### config.mk
export PLATFORM = sky130hd
export DESIGN_NAME = pcs_prof_window
export DESIGN_NICKNAME = d
export VERILOG_FILES = /design/src/rtl/pcs_pkg.sv /design/src/rtl/pcs_regdec.sv /design/src/rtl/pcs_virt_pack.sv /design/src/rtl/pcs_snapshot.sv /design/src/rtl/pcs_prof_window.sv
export SDC_FILE = /design/constraint.sdc
export NUM_CORES = 1
export LEC_CHECK = 0
export ABC_CLOCK_PERIOD_IN_PS = 2200
export BUFFER_PORTS_ARGS = -buffer_cell sky130_fd_sc_hd__buf_4
export CORE_MARGIN = 4
export CORE_UTILIZATION = 47
export DETAILED_ROUTE_END_ITERATION = 8
export GPL_TIMING_DRIVEN = 0
export PLACE_DENSITY_LB_ADDON = 0.25
export SYNTH_ARGS = -nofsm -noshare
export SYNTH_HDL_FRONTEND = slang
export SYNTH_SLANG_ARGS = --single-unit
### constraint.sdc
create_clock -name clk -period 2.2 [get_ports clk]
set_input_delay 0.22 -clock clk [delete_from_list [all_inputs] [get_ports clk]]
set_output_delay 0.22 -clock clk [all_outputs]
set_load 0.02 [all_outputs]
### src/rtl/pcs_pkg.sv
package pcs_pkg;
   localparam logic [11:0] OFS_PC_LO  = 12'h0A0;
   localparam logic [11:0] OFS_CTX    = 12'h0A4;
   localparam logic [11:0] OFS_VIRT   = 12'h0A8;
   localparam logic [11:0] OFS_PC_HI  = 12'h0AC;
   localparam logic [11:0] OFS_OSLOCK = 12'h300;
   localparam logic [11:0] OFS_STATUS = 12'h314;
   localparam logic [11:0] OFS_IDENT1 = 12'hFC4;
   localparam logic [11:0] OFS_IDENT0 = 12'hFC8;

   localparam logic [3:0] MODE_FULL  = 4'h3;
   localparam logic [3:0] MODE_PCCTX = 4'h2;

   typedef enum logic [3:0] {
      SEL_NONE, SEL_PC_LO, SEL_CTX, SEL_VIRT, SEL_PC_HI,
      SEL_OSLOCK, SEL_STATUS, SEL_IDENT1, SEL_IDENT0
   } reg_sel_e;
endpackage

### src/rtl/pcs_regdec.sv
module pcs_regdec
   import pcs_pkg::*;
#(
   parameter int ADDR_W = 12
) (
   input  logic [ADDR_W-1:0] addr,
   output reg_sel_e          sel
);
   always_comb begin
      unique case (addr)
         ADDR_W'(OFS_PC_LO):  sel = SEL_PC_LO;
         ADDR_W'(OFS_CTX):    sel = SEL_CTX;
         ADDR_W'(OFS_VIRT):   sel = SEL_VIRT;
         ADDR_W'(OFS_PC_HI):  sel = SEL_PC_HI;
         ADDR_W'(OFS_OSLOCK): sel = SEL_OSLOCK;
         ADDR_W'(OFS_STATUS): sel = SEL_STATUS;
         ADDR_W'(OFS_IDENT1): sel = SEL_IDENT1;
         ADDR_W'(OFS_IDENT0): sel = SEL_IDENT0;
         default:             sel = SEL_NONE;
      endcase
   end
endmodule

### src/rtl/pcs_virt_pack.sv
module pcs_virt_pack #(
   parameter int VMID_W = 8
) (
   input  logic              nonsec,
   input  logic [1:0]        el,
   input  logic              aa64,
   input  logic [VMID_W-1:0] vmid,
   output logic [31:0]       word
);
   localparam int PAD_W = 8 - VMID_W;
   logic [7:0] vmid8;

   generate
      if (PAD_W > 0) begin : g_pad
         assign vmid8 = {{PAD_W{1'b0}}, vmid};
      end else begin : g_nopad
         assign vmid8 = vmid;
      end
   endgenerate

   assign word = {nonsec, (el == 2'd2), (el == 2'd3), aa64, 20'd0, vmid8};
endmodule

### src/rtl/pcs_snapshot.sv
module pcs_snapshot #(
   parameter bit HAS_VIRT = 1'b1
) (
   input  logic        clk,
   input  logic        rst_n,
   input  logic        cap_en,
   input  logic [31:0] ctx_in,
   input  logic [31:0] virt_in,
   input  logic [31:0] pchi_in,
   output logic [31:0] ctx_q,
   output logic [31:0] virt_q,
   output logic [31:0] pchi_q
);
   always_ff @(posedge clk or negedge rst_n) begin
      if (!rst_n) begin
         ctx_q  <= '0;
         pchi_q <= '0;
      end else if (cap_en) begin
         ctx_q  <= ctx_in;
         pchi_q <= pchi_in;
      end
   end

   generate
      if (HAS_VIRT) begin : g_virt
         logic [31:0] virt_r;
         always_ff @(posedge clk or negedge rst_n) begin
            if (!rst_n)      virt_r <= '0;
            else if (cap_en) virt_r <= virt_in;
         end
         assign virt_q = virt_r;
      end else begin : g_novirt
         logic unused_virt;
         assign unused_virt = ^virt_in;
         assign virt_q      = '0;
      end
   endgenerate
endmodule

### src/rtl/pcs_prof_window.sv
module pcs_prof_window
   import pcs_pkg::*;
#(
   parameter int         ADDR_W      = 12,
   parameter int         PC_W        = 64,
   parameter int         VMID_W      = 8,
   parameter logic [3:0] SAMPLE_MODE = 4'h3,
   parameter logic [3:0] PC_OFS_CODE = 4'h0
) (
   input  logic              clk,
   input  logic              rst_n,
   input  logic              psel,
   input  logic              penable,
   input  logic              pwrite,
   input  logic [ADDR_W-1:0] paddr,
   input  logic [31:0]       pwdata,
   output logic [31:0]       prdata,
   output logic              pready,
   output logic              pslverr,
   input  logic [PC_W-1:0]   core_pc,
   input  logic [31:0]       core_ctxid,
   input  logic [VMID_W-1:0] core_vmid,
   input  logic              core_nonsec,
   input  logic [1:0]        core_el,
   input  logic              core_aa64,
   input  logic              core_pwr_up,
   input  logic              core_dlock,
   input  logic              core_halted,
   input  logic              prof_prohibit
);
   localparam bit HAS_SAMP = (SAMPLE_MODE == MODE_FULL) || (SAMPLE_MODE == MODE_PCCTX);
   localparam bit HAS_VIRT = (SAMPLE_MODE == MODE_FULL);
   localparam int HI_W     = PC_W - 32;

   generate
      if (ADDR_W < 12) begin : g_bad_addr
         $error("pcs_prof_window: ADDR_W must be at least 12");
      end
      if (PC_W < 33 || PC_W > 64) begin : g_bad_pc
         $error("pcs_prof_window: PC_W must lie in 33..64");
      end
      if (VMID_W < 1 || VMID_W > 8) begin : g_bad_vmid
         $error("pcs_prof_window: VMID_W must lie in 1..8");
      end
   endgenerate

   reg_sel_e    sel;
   logic        rd_acc, wr_acc;
   logic        os_lock_q;
   logic        open_acc, blocked, cap_en;
   logic [31:0] virt_live, pchi_live;
   logic [31:0] snap_ctx, snap_virt, snap_pchi;
   logic        unused_wdata;

   assign rd_acc = psel & penable & ~pwrite;
   assign wr_acc = psel & penable & pwrite;
   assign pready  = 1'b1;
   assign pslverr = 1'b0;
   assign unused_wdata = ^pwdata[31:1];

   pcs_regdec #(.ADDR_W(ADDR_W)) u_dec (
      .addr (paddr),
      .sel  (sel)
   );

   always_ff @(posedge clk or negedge rst_n) begin
      if (!rst_n)                             os_lock_q <= 1'b1;
      else if (wr_acc && sel == SEL_OSLOCK)   os_lock_q <= pwdata[0];
   end

   assign open_acc = HAS_SAMP & core_pwr_up & ~core_dlock & ~os_lock_q;
   assign blocked  = core_halted | prof_prohibit;
   assign cap_en   = rd_acc & (sel == SEL_PC_LO) & open_acc & ~blocked;

   generate
      if (HI_W < 32) begin : g_hi_pad
         assign pchi_live = {{(32 - HI_W){1'b0}}, core_pc[PC_W-1:32]};
      end else begin : g_hi_full
         assign pchi_live = core_pc[PC_W-1:32];
      end
   endgenerate

   pcs_virt_pack #(.VMID_W(VMID_W)) u_pack (
      .nonsec (core_nonsec),
      .el     (core_el),
      .aa64   (core_aa64),
      .vmid   (core_vmid),
      .word   (virt_live)
   );

   pcs_snapshot #(.HAS_VIRT(HAS_VIRT)) u_snap (
      .clk     (clk),
      .rst_n   (rst_n),
      .cap_en  (cap_en),
      .ctx_in  (core_ctxid),
      .virt_in (virt_live),
      .pchi_in (pchi_live),
      .ctx_q   (snap_ctx),
      .virt_q  (snap_virt),
      .pchi_q  (snap_pchi)
   );

   always_comb begin
      prdata = '0;
      if (rd_acc) begin
         unique case (sel)
            SEL_PC_LO:  prdata = !open_acc ? 32'd0 : (blocked ? 32'hFFFF_FFFF : core_pc[31:0]);
            SEL_CTX:    prdata = open_acc ? snap_ctx  : 32'd0;
            SEL_VIRT:   prdata = open_acc ? snap_virt : 32'd0;
            SEL_PC_HI:  prdata = open_acc ? snap_pchi : 32'd0;
            SEL_STATUS: prdata = {25'd0, core_dlock, os_lock_q, 4'd0, core_pwr_up};
            SEL_IDENT1: prdata = {28'd0, PC_OFS_CODE};
            SEL_IDENT0: prdata = {28'd0, SAMPLE_MODE};
            default:    prdata = '0;
         endcase
      end
   end
endmodule

======== Yosys cells after proc, flatten, opt, wreduce, memory -nomap -nowiden ========
Index checks and enable logic that the tools add are counted.
word-level totals
  register bits ........................... 77
  bits of input ports ..................... 161
  output and inout bits ................... 34
cells by class
  equal/unequal tests ..................... 17
  multiplexer cells ....................... 8
  bitwise gates (word level) .............. 13
  reduce and logical (&&, ||, !) cells .... 1
operators by type and width
  cell                    count
  $mux W32                6
  $pmux W32 S6            1
  $eq A12 B8 Y1 const B   4
  $pmux W4 S8             1
  $eq A12 B10 Y1 const B  2
  $eq A12 B12 Y1 const B  2
  $eq A4 B3 Y1 const B    3
  $and A1 B1 Y1           8
  $eq A4 B2 Y1 const B    2
  $eq A2 B2 Y1 const B    2
  $eq A4 B1 Y1 const B    1
  $eq A4 B4 Y1 const B    1
  $not A1 Y1              4
  $logic_and A1 B1 Y1     1
  $or A1 B1 Y1            1

======== Depth between registers and ports, before layout ========
  word-level depth ........................ 6
  gate-level depth with buffers ........... 8
  mapped depth without buffers ............ 5

======== Modules after synthesis ========
From an unflattened synthesis, not the netlist that was laid out.
second synthesis, totals
  cell total of the unflattened synthesis .. 447
  area total of the unflattened synthesis .. 5321.4 µm²
modules (own cells, without submodules)
  module           times used  cells an instance  area an instance (µm²)
  pcs_snapshot     1           203                3764.9
  pcs_prof_window  1           187                1142.3
  pcs_virt_pack    1           33                 245.2
  pcs_regdec       1           24                 168.9

======== Worst setup path before layout ========
Ideal clock, no wire load.
  path type ............................... in2out
  from .................................... input port paddr[6]
  to ...................................... output port prdata[1]
  arrival time ............................ 1840 ps
  required time ........................... 1980 ps
  slack ................................... 140 ps
  cell stages on the path ................. 6
  buffers on the path ..................... 1
  cell sequence ........................... nor3_1 > and3_1 > and3_1 > buf_4 > a21oi_1 > a311oi_1
between the ends
  word-level cells in the longest chain between the ends .. 5
  elaborated cells between the ends (all ways) .. 17
  those cells by class .................... eq/ne (14); mux (3)
ends and longest elaborated chain
  item                                    line                    RTL
  from (decl)                             pcs_prof_window.sv:15   input logic [ADDR_W-1:0] paddr,
  $eq A12 B12 Y1 (tied with other cells)  pcs_regdec.sv:10        unique case (addr)
  $pmux W4 S8 (*)                         pcs_regdec.sv:10
  $eq A4 B4 Y1 (tied with other cells)    pcs_prof_window.sv:106  unique case (sel)
  $pmux W32 S6 (*)                        pcs_prof_window.sv:106
  $mux W32 (*)                            pcs_prof_window.sv:105  if (rd_acc) begin
  to (decl)                               pcs_prof_window.sv:17   output logic [31:0] prdata,
Mark *: on every way between the ends. The rest lies on a longest branch, timed or not.

======== Final worst setup path ========
  from .................................... input port paddr[1]
  to ...................................... output port prdata[1]
Same word-level chain as after synthesis.

==> metrics.md <==
| Metric | Value |
|---|---|
| Status | `finished, final reports clean` |
| Commonest non-fill, non-tap cells in the layout | `buf_4, dfrtp_1, nand2_1` |
| Initial antenna violation count | `0` |
| Synth top area share | `46.6%` |
| GR Util All Layers | `23.3%` |
| Net Sw Frac | `21.2%` |
| Post-layout util | `69.6%` |
| Largest net degree at the start of global routing | `78` |
| Count of cell types in the netlist | `41` |
| CTS Buffer Depth | `2` |
| Leak Pwr | `roughly 2.7 nW` |
| Avg Synthesized Cell Area | `10.8 um^2` |
| Worst VDD drop | `0.436 mV` |
| Synth Instances | `roughly 380` |
| Hold slack final | `~0.0035 ns` |
| Minimum clock period | `2.17 ns` |
| PwrDens | `493 nW/um^2` |
| Post-Route WL | `11,700 um` |
| Synth area leaders | `dfrtp_1, mux2_2, nand2_1` |
| Drt initial violations | `104` |
| Critical path data arrival time | `between 1.5 and 2 ns` |
| Clk sink count | `77` |
| Compound-Gate Fraction of Synth Area | `11.8%` |
| Number of port buffers | `between 150 and 200` |
| DIE AREA | `10,200 um^2` |
| Simple-gate portion of the synthesized area | `14.1%` |
| Endpoints failing setup | `0` |
| Routed via count | `3,563` |
| Post-Syn Nets | `538` |
| Average vias per placed instance | `about 5.3` |
| Achievable Freq | `0.460 GHz` |
| Pre-CTS setup slack | `-0.198 ns` |
| Post-synth EDFFs | `0` |
| CTS tree | `done` |
| Fill cell count | `681` |
| Comb power frac | `9.5%` |
| First-pass GRT wire length | `about 18,000 um` |
| Final worst setup slack | `between 0.02 and 0.03 ns` |
| Crit Path Max Fanout | `10` |
| Diodes inserted | `0` |
| Post-synth top area cell | `dfrtp_1` |
| P_sw | `0.608 mW` |
| Rows | `33` |
| Total gr overflow | `0` |
| Die Span X | `around 100 um` |
| Sequential share of the synthesized area | `47.3%` |
| Slew Viols, Final | `0` |
| Placement Cell Area | `~5400 um^2` |
| Crit. End Element | `output pin` |
| Req. time, crit path | `1.98 ns` |
| WS Path Type | `input port to output pin` |
| DRT antenna net count | `0` |
| Final instance area | `5800 um^2` |
| Core Box Area | `8340 um^2` |
| Ys flop type | `dfrtp_1` |
| Post-Synth Adder-Cell Area | `0%` |
| Initial core utilization | `48.9%` |
| Share of cells above drive strength 1 | `52.8%` |
| CTS root buf | `clkbuf_8` |
| Post-synthesis cell area | `roughly 4000 um^2` |
| Ports | `195` |
| Multiplexer share of the synthesized area | `20.8%` |
| Fin. Hold Viols | `0` |
| Final RePlAce weighted congestion | `approximately 0.84` |
| Post-synthesis xor/xnor area fraction | `0%` |
| CP Launch Type | `input port` |
| Clk Latency, worst-skew pair | `0.34 ns` |
| Internal power | `2.26 mW` |
| Largest family of logic cells by synthesized area | `multiplexers` |
| Inserted Clock Buffers | `9` |
| Fin crit share | `98.7%` |
| Remaining DRCs | `0` |
| Post-synthesis register bit count | `between 70 and 80` |
| Rel. slew slack | `34.7%` |
| Drt pass-1 iters | `4` |
| Synthesis-to-finish area growth | `42.3%` |
| Fin nets | `718` |
| Commonest non-fill, non-tap cell in the layout | `buf_4` |
| Hpwl dp | `8780 um` |
| H-tree levels | `3` |
| Max Cap Viol | `0` |
| Worst-Margin Slew | `~1 ns` |
| Cts hold-fix bufs | `0` |
| FFs w/ async S/R, synth | `100%` |
| Clock slew at reported path FFs | `0.08 ns` |
| Clock power frac | `around two fifths` |
| Clock skew | `0.0102 ns` |
| Min-delay worst type | `input port to asynchronous set/reset pin` |
| Post-DR wirelength/cell | `17.6 um` |
| Syn. warnings | `0` |
| Number of global-route vias before repair | `3,778` |
| Seq pwr share | `49.4%` |
| Die Y | `101 um` |
## per-stage QoR
stage	instances	setup TNS [ns]	power, mW
after global routing	667	-0.137	2.99
after CTS	659	0	2.89
final	667	0	2.86
after global placement	642	-4.75	1.70
after floorplan	377	0	1.48
after detailed placement	642	-4.57	1.70
## layer usage
metal	global-route usage (%)	routed length [um]	up-vias
met5	0	0	-
met4	5.32	42	0
met3	7.23	1000	2
met2	37.5	5710	139
met1	31.1	4960	1704
li1	-	-	1718
## registers in the layout, indices dropped and copies added, names as in the netlist
| name | cells |
|---|---|
| u_snap.virt_q | 12 |
| u_snap.pchi_q | 32 |
| os_lock_q | 1 |
| u_snap.ctx_q | 32 |
## power by group through the flow
stage               clock network (mW)  registers (mW)  logic (mW)
finish                            1.18            1.41       0.273
global route                      1.28            1.41       0.295
CTS                               1.21            1.41       0.267
detailed placement                   0            1.44       0.260
global placement                     0            1.44       0.257
floorplan                            0            1.44      0.0380
## critical path, cell delays in order
cell and delay, ns:
buf_4 0.13, nor4b_4 0.35, and3_4 0.26, and3_1 0.22, buf_6 0.17, a21oi_1 0.10
a311oi_2 0.30, buf_4 0.19
## synth_stat cells, types with 2 or more instances
library cell  number
a41oi_1            8
nand2_1           72
dfrtp_1           76
conb_1             2
a32oi_1            2
inv_1              3
and2_1             2
a21oi_1            4
nor3_1             2
nand4_1            2
buf_2              5
mux2_2            70
and3_1             4
nand3_1           11
clkbuf_1           7
a31oi_1           23
o21ai_0           36
buf_4              7
buf_12             2
nor3b_1            2
nand3b_1           4
buf_6              7
nor2b_1            2
mux2_4             4
nor2_1             4
## repair_timing
item | 4_1_cts | 5_1_grt
pin swaps | 1 | 5
buffers inserted | 2 | 9
endpoints found under the setup margin | 31 | 60
resized for setup | 13 | 12
endpoints found under the hold margin | 0 | 0
## layout make-up
cell class	count	area [um^2]	area share [%]
clock buffers	13	149	2.57
inverters	3	11.3	0.194
repair buffers	171	1300	22.3
clock inverters	3	68.8	1.19
plain buffers	26	245	4.23
well taps	105	131	2.26
flip-flops and latches	77	1930	33.2
multi-input cells	269	1970	34.0
## path summary, 6_finish.rpt
kind                               endpoint  cells past startpoint  slack [ns]        startpoint
setup / recovery                  prdata[1]                      8        0.03          paddr[1]
hold / removal             u_snap.virt_q[0]                      1       0.003             rst_n
setup reg to reg           u_snap.ctx_q[28]                      7        0.17         os_lock_q
hold reg to reg            u_snap.ctx_q[20]                      1        0.51  u_snap.ctx_q[20]
max in group asynchronous  u_snap.ctx_q[21]                      1        1.53             rst_n
min in group clk           u_snap.virt_q[0]                      3        0.09      core_vmid[0]
## cell families after synthesis
group / Yosys count
and+or+nand+nor: 114
buffers and inverters: 31
other: 2
AOI/OAI and AO/OA: 79
DFF: 77
muxes: 74
Power figures use the tool's default switching activity.
